==> config.mk <==
export PLATFORM = sky130hd
export DESIGN_NAME = mtl_bus_arbiter
export DESIGN_NICKNAME = d
export VERILOG_FILES = /design/src/rtl/mtl_arb_pkg.sv /design/src/rtl/mtl_prio_list.sv /design/src/rtl/mtl_pick_winner.sv /design/src/rtl/mtl_grant_ctrl.sv /design/src/rtl/mtl_bus_arbiter.sv
export SDC_FILE = /design/constraint.sdc
export NUM_CORES = 1
export LEC_CHECK = 0
export ABC_AREA = 1
export BUFFER_PORTS_ARGS = -buffer_cell sky130_fd_sc_hd__buf_2
export CORE_MARGIN = 2
export CORE_UTILIZATION = 40
export CTS_BUF_LIST = sky130_fd_sc_hd__clkbuf_4
export CTS_CLUSTER_SIZE = 20
export DETAILED_ROUTE_END_ITERATION = 10
export MAX_ROUTING_LAYER = met4
export PLACE_DENSITY = 0.67
export REMOVE_ABC_BUFFERS = 1
export SKIP_LAST_GASP = 1
export SLEW_MARGIN = 10
export SYNTH_ARGS = -nofsm -noshare
export SYNTH_HDL_FRONTEND = slang
export SYNTH_SLANG_ARGS = --single-unit
==> constraint.sdc <==
create_clock -name clk -period 1.72 [get_ports clk]
set_clock_uncertainty 0.15 [all_clocks]
set_input_delay 0.258 -clock clk [delete_from_list [all_inputs] [get_ports clk]]
set_output_delay 0.258 -clock clk [all_outputs]
set_load 0.01 [all_outputs]
==> src/rtl/mtl_arb_pkg.sv <==
package mtl_arb_pkg;
  localparam int NUM_MASTERS = 5;
  localparam int IDX_W = $clog2(NUM_MASTERS);
endpackage

==> src/rtl/mtl_prio_list.sv <==
// Ordered list of master indices, slot 0 = highest priority.
module mtl_prio_list #(
  parameter int N  = mtl_arb_pkg::NUM_MASTERS,
  parameter int IW = mtl_arb_pkg::IDX_W
) (
  input  logic                 clk,
  input  logic                 rst,
  input  logic                 upd,
  input  logic [IW-1:0]        winner,
  output logic [N-1:0][IW-1:0] order
);
  logic [N-1:0][IW-1:0] order_q, order_d;
  logic [N-1:0]         at_or_after;

  // Mark every slot at or behind the winner's current position.
  always_comb begin
    at_or_after = '0;
    for (int i = 0; i < N; i++) begin
      if (i == 0) at_or_after[i] = (order_q[i] == winner);
      else        at_or_after[i] = at_or_after[i-1] | (order_q[i] == winner);
    end
  end

  generate
    for (genvar s = 0; s < N; s++) begin : g_slot
      if (s == N - 1) begin : g_tail
        assign order_d[s] = at_or_after[s] ? winner : order_q[s];
      end else begin : g_body
        assign order_d[s] = at_or_after[s] ? order_q[s+1] : order_q[s];
      end
      always_ff @(posedge clk) begin
        if (rst)      order_q[s] <= IW'(s);
        else if (upd) order_q[s] <= order_d[s];
      end
    end
  endgenerate

  assign order = order_q;
endmodule

==> src/rtl/mtl_pick_winner.sv <==
// Combinational choice of the winning master for one decision.
module mtl_pick_winner #(
  parameter int N  = mtl_arb_pkg::NUM_MASTERS,
  parameter int IW = mtl_arb_pkg::IDX_W
) (
  input  logic [N-1:0]         req,
  input  logic                 mode_rr,
  input  logic [N-1:0][IW-1:0] order,
  output logic                 any_req,
  output logic [IW-1:0]        winner
);
  logic [IW-1:0] cand;

  always_comb begin
    winner = '0;
    cand   = '0;
    // Walk from lowest to highest priority so the highest one found last wins.
    for (int i = N - 1; i >= 0; i--) begin
      cand = mode_rr ? order[i] : IW'(i);
      if (req[cand]) winner = cand;
    end
  end

  assign any_req = |req;
endmodule

==> src/rtl/mtl_grant_ctrl.sv <==
// Registers the grant and holds it until the transfer completes.
module mtl_grant_ctrl #(
  parameter int N  = mtl_arb_pkg::NUM_MASTERS,
  parameter int IW = mtl_arb_pkg::IDX_W
) (
  input  logic          clk,
  input  logic          rst,
  input  logic          any_req,
  input  logic [IW-1:0] pick,
  input  logic          done,
  input  logic          mode_rr,
  output logic [N-1:0]  gnt,
  output logic [IW-1:0] owner,
  output logic          list_upd
);
  typedef enum logic {ST_IDLE, ST_BUSY} st_t;
  st_t           st_q;
  logic [N-1:0]  gnt_q;
  logic [IW-1:0] owner_q;

  always_ff @(posedge clk) begin
    if (rst) begin
      st_q    <= ST_IDLE;
      gnt_q   <= '0;
      owner_q <= '0;
    end else begin
      case (st_q)
        ST_IDLE: if (any_req) begin
          st_q    <= ST_BUSY;
          gnt_q   <= N'(1) << pick;
          owner_q <= pick;
        end
        ST_BUSY: if (done) begin
          st_q  <= ST_IDLE;
          gnt_q <= '0;
        end
        default: st_q <= ST_IDLE;
      endcase
    end
  end

  assign gnt      = gnt_q;
  assign owner    = owner_q;
  assign list_upd = (st_q == ST_BUSY) && done && mode_rr;
endmodule

==> src/rtl/mtl_bus_arbiter.sv <==
module mtl_bus_arbiter #(
  parameter int N  = mtl_arb_pkg::NUM_MASTERS,
  parameter int IW = mtl_arb_pkg::IDX_W
) (
  input  logic         clk,
  input  logic         rst,
  input  logic         mode_rr,
  input  logic         req_host,
  input  logic [N-2:0] req_ext,
  input  logic         xfer_done,
  output logic         gnt_host,
  output logic [N-2:0] gnt_ext
);
  logic [N-1:0]         req_all;
  logic [N-1:0]         gnt_all;
  logic [N-1:0][IW-1:0] order;
  logic                 any_req;
  logic [IW-1:0]        pick;
  logic [IW-1:0]        owner;
  logic                 list_upd;

  assign req_all = {req_ext, req_host};

  mtl_prio_list #(.N(N), .IW(IW)) u_list (
    .clk(clk), .rst(rst), .upd(list_upd), .winner(owner), .order(order)
  );

  mtl_pick_winner #(.N(N), .IW(IW)) u_pick (
    .req(req_all), .mode_rr(mode_rr), .order(order),
    .any_req(any_req), .winner(pick)
  );

  mtl_grant_ctrl #(.N(N), .IW(IW)) u_ctrl (
    .clk(clk), .rst(rst), .any_req(any_req), .pick(pick), .done(xfer_done),
    .mode_rr(mode_rr), .gnt(gnt_all), .owner(owner), .list_upd(list_upd)
  );

  assign gnt_host = gnt_all[0];
  assign gnt_ext  = gnt_all[N-1:1];
endmodule

==> impl_metrics.csv, run 1 <==
group,metric,value,unit
status,outcome,"finished, final reports clean",
global_route,grt_usage,19.48,%
global_route,grt_antenna_before_repair,0,
cells_and_area,multiInputGateArea,1109,um^2
sta,rsz0062_at_grt,"true",
power,fin_total_pwr,1.401,mW
global_route,first_global_vias,1524,
global_route,grt.busiest_layer,"met2",
synthesis,syn_area,1647,um^2
synthesis,synth-edff-count,0,
synthesis,ys_ff_latch,24,
synthesis,yosysWarnings,0,
power,power.switching_fraction,36.14,%
cells_and_area,diodes,0,
setup_path,worstPathRequired,1.83,ns
clock_tree,clk_pin_slew_worst_paths,0.13,ns
synthesis,synth_xor_area_share,6.383,%
global_route,grt_overflow,0,
global_route,met1_usage,25.97,%
power,p_switching,0.5062,mW
cells_and_area,syn_to_final_growth,32.14,%
synthesis,synthAdderAreaFrac,0,%
hold_path,hold_path.class,"in2reg",
placement,dp_worst_setup_slack,-0.1580,ns
cells_and_area,fin_nets,308,
synthesis,syn_area_per_cell,6.483,um^2
clock_tree,tritoncts,"yes",
sta,setup_viol,0,
setup_path,cp_cell_sequence,"nand2_4 -> inv_4 -> nand2_2 -> nand3_2 -> nand2_1 -> nand2_2 -> nand2_4 -> a21oi_2 -> nand2_1 -> nand2_2 -> nand3_2 -> inv_1 -> nand2_1 -> a21oi_2",
floorplanning,dieWidth,68.16,um
synthesis,synthSimpleGateAreaFrac,37.31,%
flow_run,max_cap_violations,0,
floorplanning,rows,23,
floorplanning,coreArea,3971,um^2
global_route,grt_pass1_wl,6831,um
sta,setup_slack,0.01444,ns
synthesis,yosys-top-cells-area,"dfxtp_1 29%, nand2_1 16%, a21oi_1 6.7%, inv_1 5.9%, o21ai_0 4.9%",
route,vias_per_cell,5.078,
route,postRouteAntennaNets,0,
sta,post-route-period-util,99.16,%
power,ir_drop,292.0,uV
cells_and_area,post-route-util,54.79,%
route,drtIter0Drc,189,
sta,drv_slew,0,
power,p_int,0.8944,mW
sta,fmax,586.3,MHz
setup_path,slowest_stage,"dfxtp_4",
clock_tree,clock_path_buffers,2,
global_route,grt_max_degree,18,
setup_path,crit_arrival,1.82,ns
synthesis,synth_top_cell_by_area,"dfxtp_1",
sta,fin_crit,1.706,ns
global_route,grt.met2_usage,30.83,%
cells_and_area,nFillCells,388,
power,p_comb_share,35.9,%
synthesis,syn_inst,254,
route,dr.pass1.iters,5,
floorplanning,ios,14,
sta,hold_viol,0,
setup_path,critPathTopFamily,"simple AND/OR/NAND/NOR gates",
placement,port_buffers,13,
floorplanning,fp.dieArea,4646,um^2
sta,relSlewSlack,79.70,%
synthesis,synth.mux.area_fraction,0,%
clock_tree,cts_root_buf,"clkbuf_4",
power,seq_power_share,46.3,%
synthesis,synth_top_family_by_area,"simple AND/OR/NAND/NOR gates",
route,drc,0,
synthesis,synth-compound-area-share,16.26,%
synthesis,ys_dominant_reg_cell,"dfxtp_1",
route,routed_wirelength,4460,um
clock_tree,cts_htree_levels,1,
sta,fin_tns_setup,0,ns
setup_path,cp_max_fo,4,
global_route,use_met3,1.974,%
synthesis,netlist.area_leader.share,29.18,%
floorplanning,initial_utilization,41.46,%
setup_path,crit_type,"reg2reg",
power,p_clk_share,17.8,%
clock_tree,clk_latency,0.32,ns
setup_path,worst_setup_path_start_kind,"flip-flop",
route,wl_per_cell,12.85,um
synthesis,netlist_top_cells_count,"69 x nand2_1, 26 x inv_1, 24 x dfxtp_1",
setup_path,crit_buf_inv,2,
clock_tree,cts_buffers,3,
floorplanning,fp.dieH,68.16,um
synthesis,yosysUniqueCellTypes,33,
setup_path,max_stage_delay,0.39,ns
synthesis,ys_seq_area_share,29.18,%
sta,tightest_slew,0.3042,ns
route,num_vias,1762,
power,pwr_density_cell,643.7,nW/um^2
cells_and_area,drive_above_1_share,41.41,%
clock_tree,clock-sinks,24,
setup_path,crit_path_end_kind,"flip-flop",
power,p_leak,1.102,nW
placement,dpl.hpwl,3177,um
placement,globalplace.congestion,0.8767,
synthesis,async_flop_share,0,%
cells_and_area,regArea,514.2,um^2
synthesis,synth_most_common_cell,"nand2_1",
[worst register-to-register path: stages, from the launching register on]
cell     delay, ns
dfxtp_4       0.39
nand2_4       0.07
inv_4         0.07
nand2_2       0.05
nand3_2       0.06
nand2_1       0.06
nand2_2       0.10
nand2_4       0.07
a21oi_2       0.11
nand2_1       0.09
nand2_2       0.09
nand3_2       0.09
inv_1         0.07
nand2_1       0.06
a21oi_2       0.14
[power groups by stage]
| stage | registers, mW | logic, mW | clock network (mW) |
|---|---|---|---|
| 2_1_floorplan | 0.660 | 0.261 | 0 |
| 3_3_place_gp | 0.652 | 0.429 | 0 |
| 3_5_place_dp | 0.654 | 0.433 | 0 |
| 4_1_cts | 0.642 | 0.438 | 0.254 |
| 5_1_grt | 0.654 | 0.558 | 0.269 |
| 6_report | 0.648 | 0.503 | 0.249 |
[final cells by class]
type / count / share of cell area [%]
timing repair buffer: 47 / 15.30
inverter: 32 / 6.210
tap: 50 / 2.875
multi-input combinational: 191 / 50.95
clock buffer: 3 / 1.035
sequential: 24 / 23.63
[what timing repair did]
action                                  CTS  global route
pin swaps                                 0            16
gates resized for setup                   4            59
endpoints found under the setup margin    3            16
setup buffers                             0             6
hold buffers                              0             0
[per-stage QoR]
stage	instances	instance area [um^2]	hold slack (ns)
after global placement	338	1941	0.3016
after CTS	341	1972	0.1389
after floorplan	247	1590	0.1771
after global routing	347	2176	0.1489
final	347	2176	0.1330
after detailed placement	338	1941	0.3105
[cells in the final DEF (no fill, tap or decap), types with 7 or more instances in the layout]
master	synthesis	layout
a21oi_1	22	19
buf_2	2	13
buf_4	1	33
dfxtp_1	24	9
dfxtp_2	0	9
inv_1	26	23
nand2_1	69	56
nand2_2	11	19
nand3_1	13	9
nand3_2	4	7
nor2_1	16	14
o21ai_0	16	15
xor2_1	9	9
[metal layers]
metal / wire length, um / vias up
li1: - / 906
met1: 2038 / 780
met2: 2117 / 58
met3: 206 / 18
met4: 97 / 0
met5: 0 / -
[worst paths after layout]
kind,startpoint,end,slack (ns),cells past startpoint
worst max-delay path,u_list.order[6],u_ctrl.gnt[2],0.01,14
worst min-delay path,rst,u_ctrl.gnt[3],0.13,2
worst max register to register,u_list.order[6],u_ctrl.gnt[2],0.01,14
worst min register to register,u_ctrl.gnt[1],u_ctrl.gnt[1],0.32,2
[cells by family (layout without fill, tap and decap cells)]
| kind of cell | after synthesis | in the layout |
|---|---|---|
| AND/OR/NAND/NOR | 131 | 131 |
| AO/OA/AOI/OAI | 48 | 48 |
| buffers and inverters | 39 | 82 |
| flip-flops | 24 | 24 |
| XOR/XNOR | 12 | 12 |
[state kept, by name (all words and copies together), names as in the netlist]
| register | count |
|---|---|
| u_ctrl.gnt | 5 |
| u_ctrl.owner | 3 |
| u_ctrl.st_q | 1 |
| u_list.order | 15 |
No activity file was read; power rests on OpenSTA's default activity.
==> run 2: changes to the inputs <==
--- a/config.mk
+++ b/config.mk
@@ -7,7 +7,7 @@
 export LEC_CHECK = 0
 export ABC_AREA = 1
 export BUFFER_PORTS_ARGS = -buffer_cell sky130_fd_sc_hd__buf_2
-export CORE_MARGIN = 2
+export CORE_MARGIN = 5
 export CORE_UTILIZATION = 40
 export CTS_BUF_LIST = sky130_fd_sc_hd__clkbuf_4
 export CTS_CLUSTER_SIZE = 20
==> impl_metrics.csv, run 2 (synthesis results as in run 1) <==
group,metric,value,unit
global_route,grt_pass1_wl,7327,um
clock_tree,cts_htree_levels,1,
floorplanning,initial_utilization,41.16,%
setup_path,reg2reg_to,"u_ctrl.gnt[0]",
setup_path,crit_arrival,1.82,ns
route,drtIter0Drc,93,
floorplanning,rows,23,
sta,fmax,586.2,MHz
cells_and_area,largest_reg_flops,15,
floorplanning,coreArea,4000,um^2
sta,relSlewSlack,79.17,%
floorplanning,fp.dieH,74.16,um
global_route,grt_overflow,0,
sta,holdWs,0.1509,ns
setup_path,slowest_stage,"dfxtp_2",
status,outcome,"finished, final reports clean",
clock_tree,cts_root_buf,"clkbuf_4",
power,fin_total_pwr,1.582,mW
setup_path,worstPathRequired,1.83,ns
setup_path,crit_path_end_kind,"flip-flop",
route,wl_per_cell,12.52,um
clock_tree,clk_latency,0.31,ns
placement,port_buffers,13,
sta,tightest_slew,0.3124,ns
sta,fin_crit,1.706,ns
sta,drv_slew,0,
setup_path,worst_setup_path_start_kind,"flip-flop",
setup_path,r2r_slack,0.01,ns
cells_and_area,nFillCells,385,
setup_path,critPathTopFamily,"simple AND/OR/NAND/NOR gates",
global_route,grt_usage,17.33,%
cells_and_area,syn_to_final_growth,33.89,%
power,pwr_density_cell,717.4,nW/um^2
clock_tree,clock_path_buffers,2,
route,routed_wirelength,4368,um
hold_path,hold_path_end,"u_ctrl.st_q",
power,p_leak,1.117,nW
clock_tree,holdBufCountCts,0,
clock_tree,clk_pin_slew_worst_paths,0.13,ns
route,dr.pass1.iters,4,
clock_tree,cts_buffers,3,
flow_run,max_cap_violations,0,
global_route,grt_antenna_before_repair,0,
global_route,first_global_vias,1672,
sta,setup_viol,0,
setup_path,cp_cell_sequence,"inv_4 -> buf_6 -> nand3_2 -> nand3_2 -> nand2_2 -> nand2_2 -> nand2_1 -> nand2_1 -> nand2_1 -> nand2_1 -> nand2_1 -> nand2_2 -> nor2_2 -> nand3_2 -> a21oi_2",
clock_tree,clock-sinks,24,
setup_path,cp_max_fo,4,
cells_and_area,final_cell_mix,"53 x nand2_1, 34 x buf_4, 22 x inv_1",
hold_path,hold_path.class,"in2reg",
floorplanning,fp.dieArea,5500,um^2
route,num_vias,1748,
route,postRouteAntennaNets,0,
setup_path,max_stage_delay,0.37,ns
placement,dpl.hpwl,3255,um
cells_and_area,fin_nets,309,
floorplanning,ios,14,
route,drc,0,
hold_path,holdPathStages,4,
sta,hold_viol,0,
route,vias_per_cell,5.009,
cells_and_area,final_common_cell,"nand2_1",
setup_path,crit_type,"reg2reg",
setup_path,crit_buf_inv,2,
cells_and_area,drive_above_1_share,41.81,%
setup_path,cp_common_cell,"nand2_1",
sta,rsz0062_at_grt,"true",
placement,globalplace.congestion,0.8538,
setup_path,reg2reg_from,"u_list.order[9]",
floorplanning,dieWidth,74.16,um
cells_and_area,diodes,0,
power,ir_drop,325.2,uV
hold_path,min_from,"xfer_done",
setup_path,ff2ff_path_depth,15,
global_route,grt_max_degree,15,
sta,post-route-period-util,99.19,%
clock_tree,tritoncts,"yes",
## run 2: layout make-up
type / count / area [um^2] / share of cell area [%]
inverter: 32 / 132.6 / 6.016
clock buffer: 3 / 22.52 / 1.022
timing repair buffer: 48 / 334.1 / 15.15
sequential: 24 / 498.0 / 22.59
multi-input combinational: 191 / 1125 / 51.02
clock inverter: 1 / 30.03 / 1.362
tap: 50 / 62.56 / 2.838
## run 2: per-layer routing
layer / part of all wire (%) / track usage (%) / wire length (um)
met3: 3.6 / 2.568 / 159
met4: 1.2 / 8.048 / 53
met2: 49 / 26.28 / 2134
met5: 0 / - / 0
met1: 46 / 22.62 / 2021
## run 2: worst max-delay path by stage
stage / from / to / slack [ns] / cells past startpoint
2_1_floorplan: u_ctrl.owner[2] / u_list.order[13] / 0.10 / 11
3_3_place_gp: mode_rr / u_ctrl.gnt[3] / -0.16 / 13
3_5_place_dp: mode_rr / u_ctrl.owner[2] / -0.18 / 16
4_1_cts: u_list.order[5] / u_list.order[12] / 0.003 / 11
5_1_grt: u_list.order[9] / u_ctrl.gnt[0] / -0.11 / 15
6_report: u_list.order[9] / u_ctrl.gnt[0] / 0.01 / 15
## run 2: repair_timing
item | in CTS | in global routing
endpoints found under the setup margin | 5 | 15
pin swaps | 0 | 24
resized for setup | 3 | 59
buffers inserted | 1 | 5
## run 2: power by group
group	switching [mW]	total (mW)	internal, mW
sequential	0.0435	0.648	0.605
combinational	0.303	0.530	0.227
clock	0.168	0.403	0.235
## run 2: worst reg2reg max path, cell delays in order (launching register included)
cell and delay, ns:
dfxtp_2 0.37, inv_4 0.06, buf_6 0.12, nand3_2 0.06, nand3_2 0.06, nand2_2 0.08
nand2_2 0.07, nand2_1 0.07, nand2_1 0.05, nand2_1 0.07, nand2_1 0.05, nand2_1 0.07
nand2_2 0.07, nor2_2 0.12, nand3_2 0.07, a21oi_2 0.12
## run 2: per-stage QoR
stage	instances	area, um^2	setup TNS (ns)	worst slack (ns)	util, %
after CTS	345	2008	0	0.002594	50.20
after detailed placement	340	1943	-1.884	-0.1767	48.58
after global routing	349	2205	-0.6925	-0.1108	55.11
after global placement	340	1943	-1.216	-0.1616	48.58
final	349	2205	0	0.01399	55.11
after floorplan	247	1590	0	0.1008	-
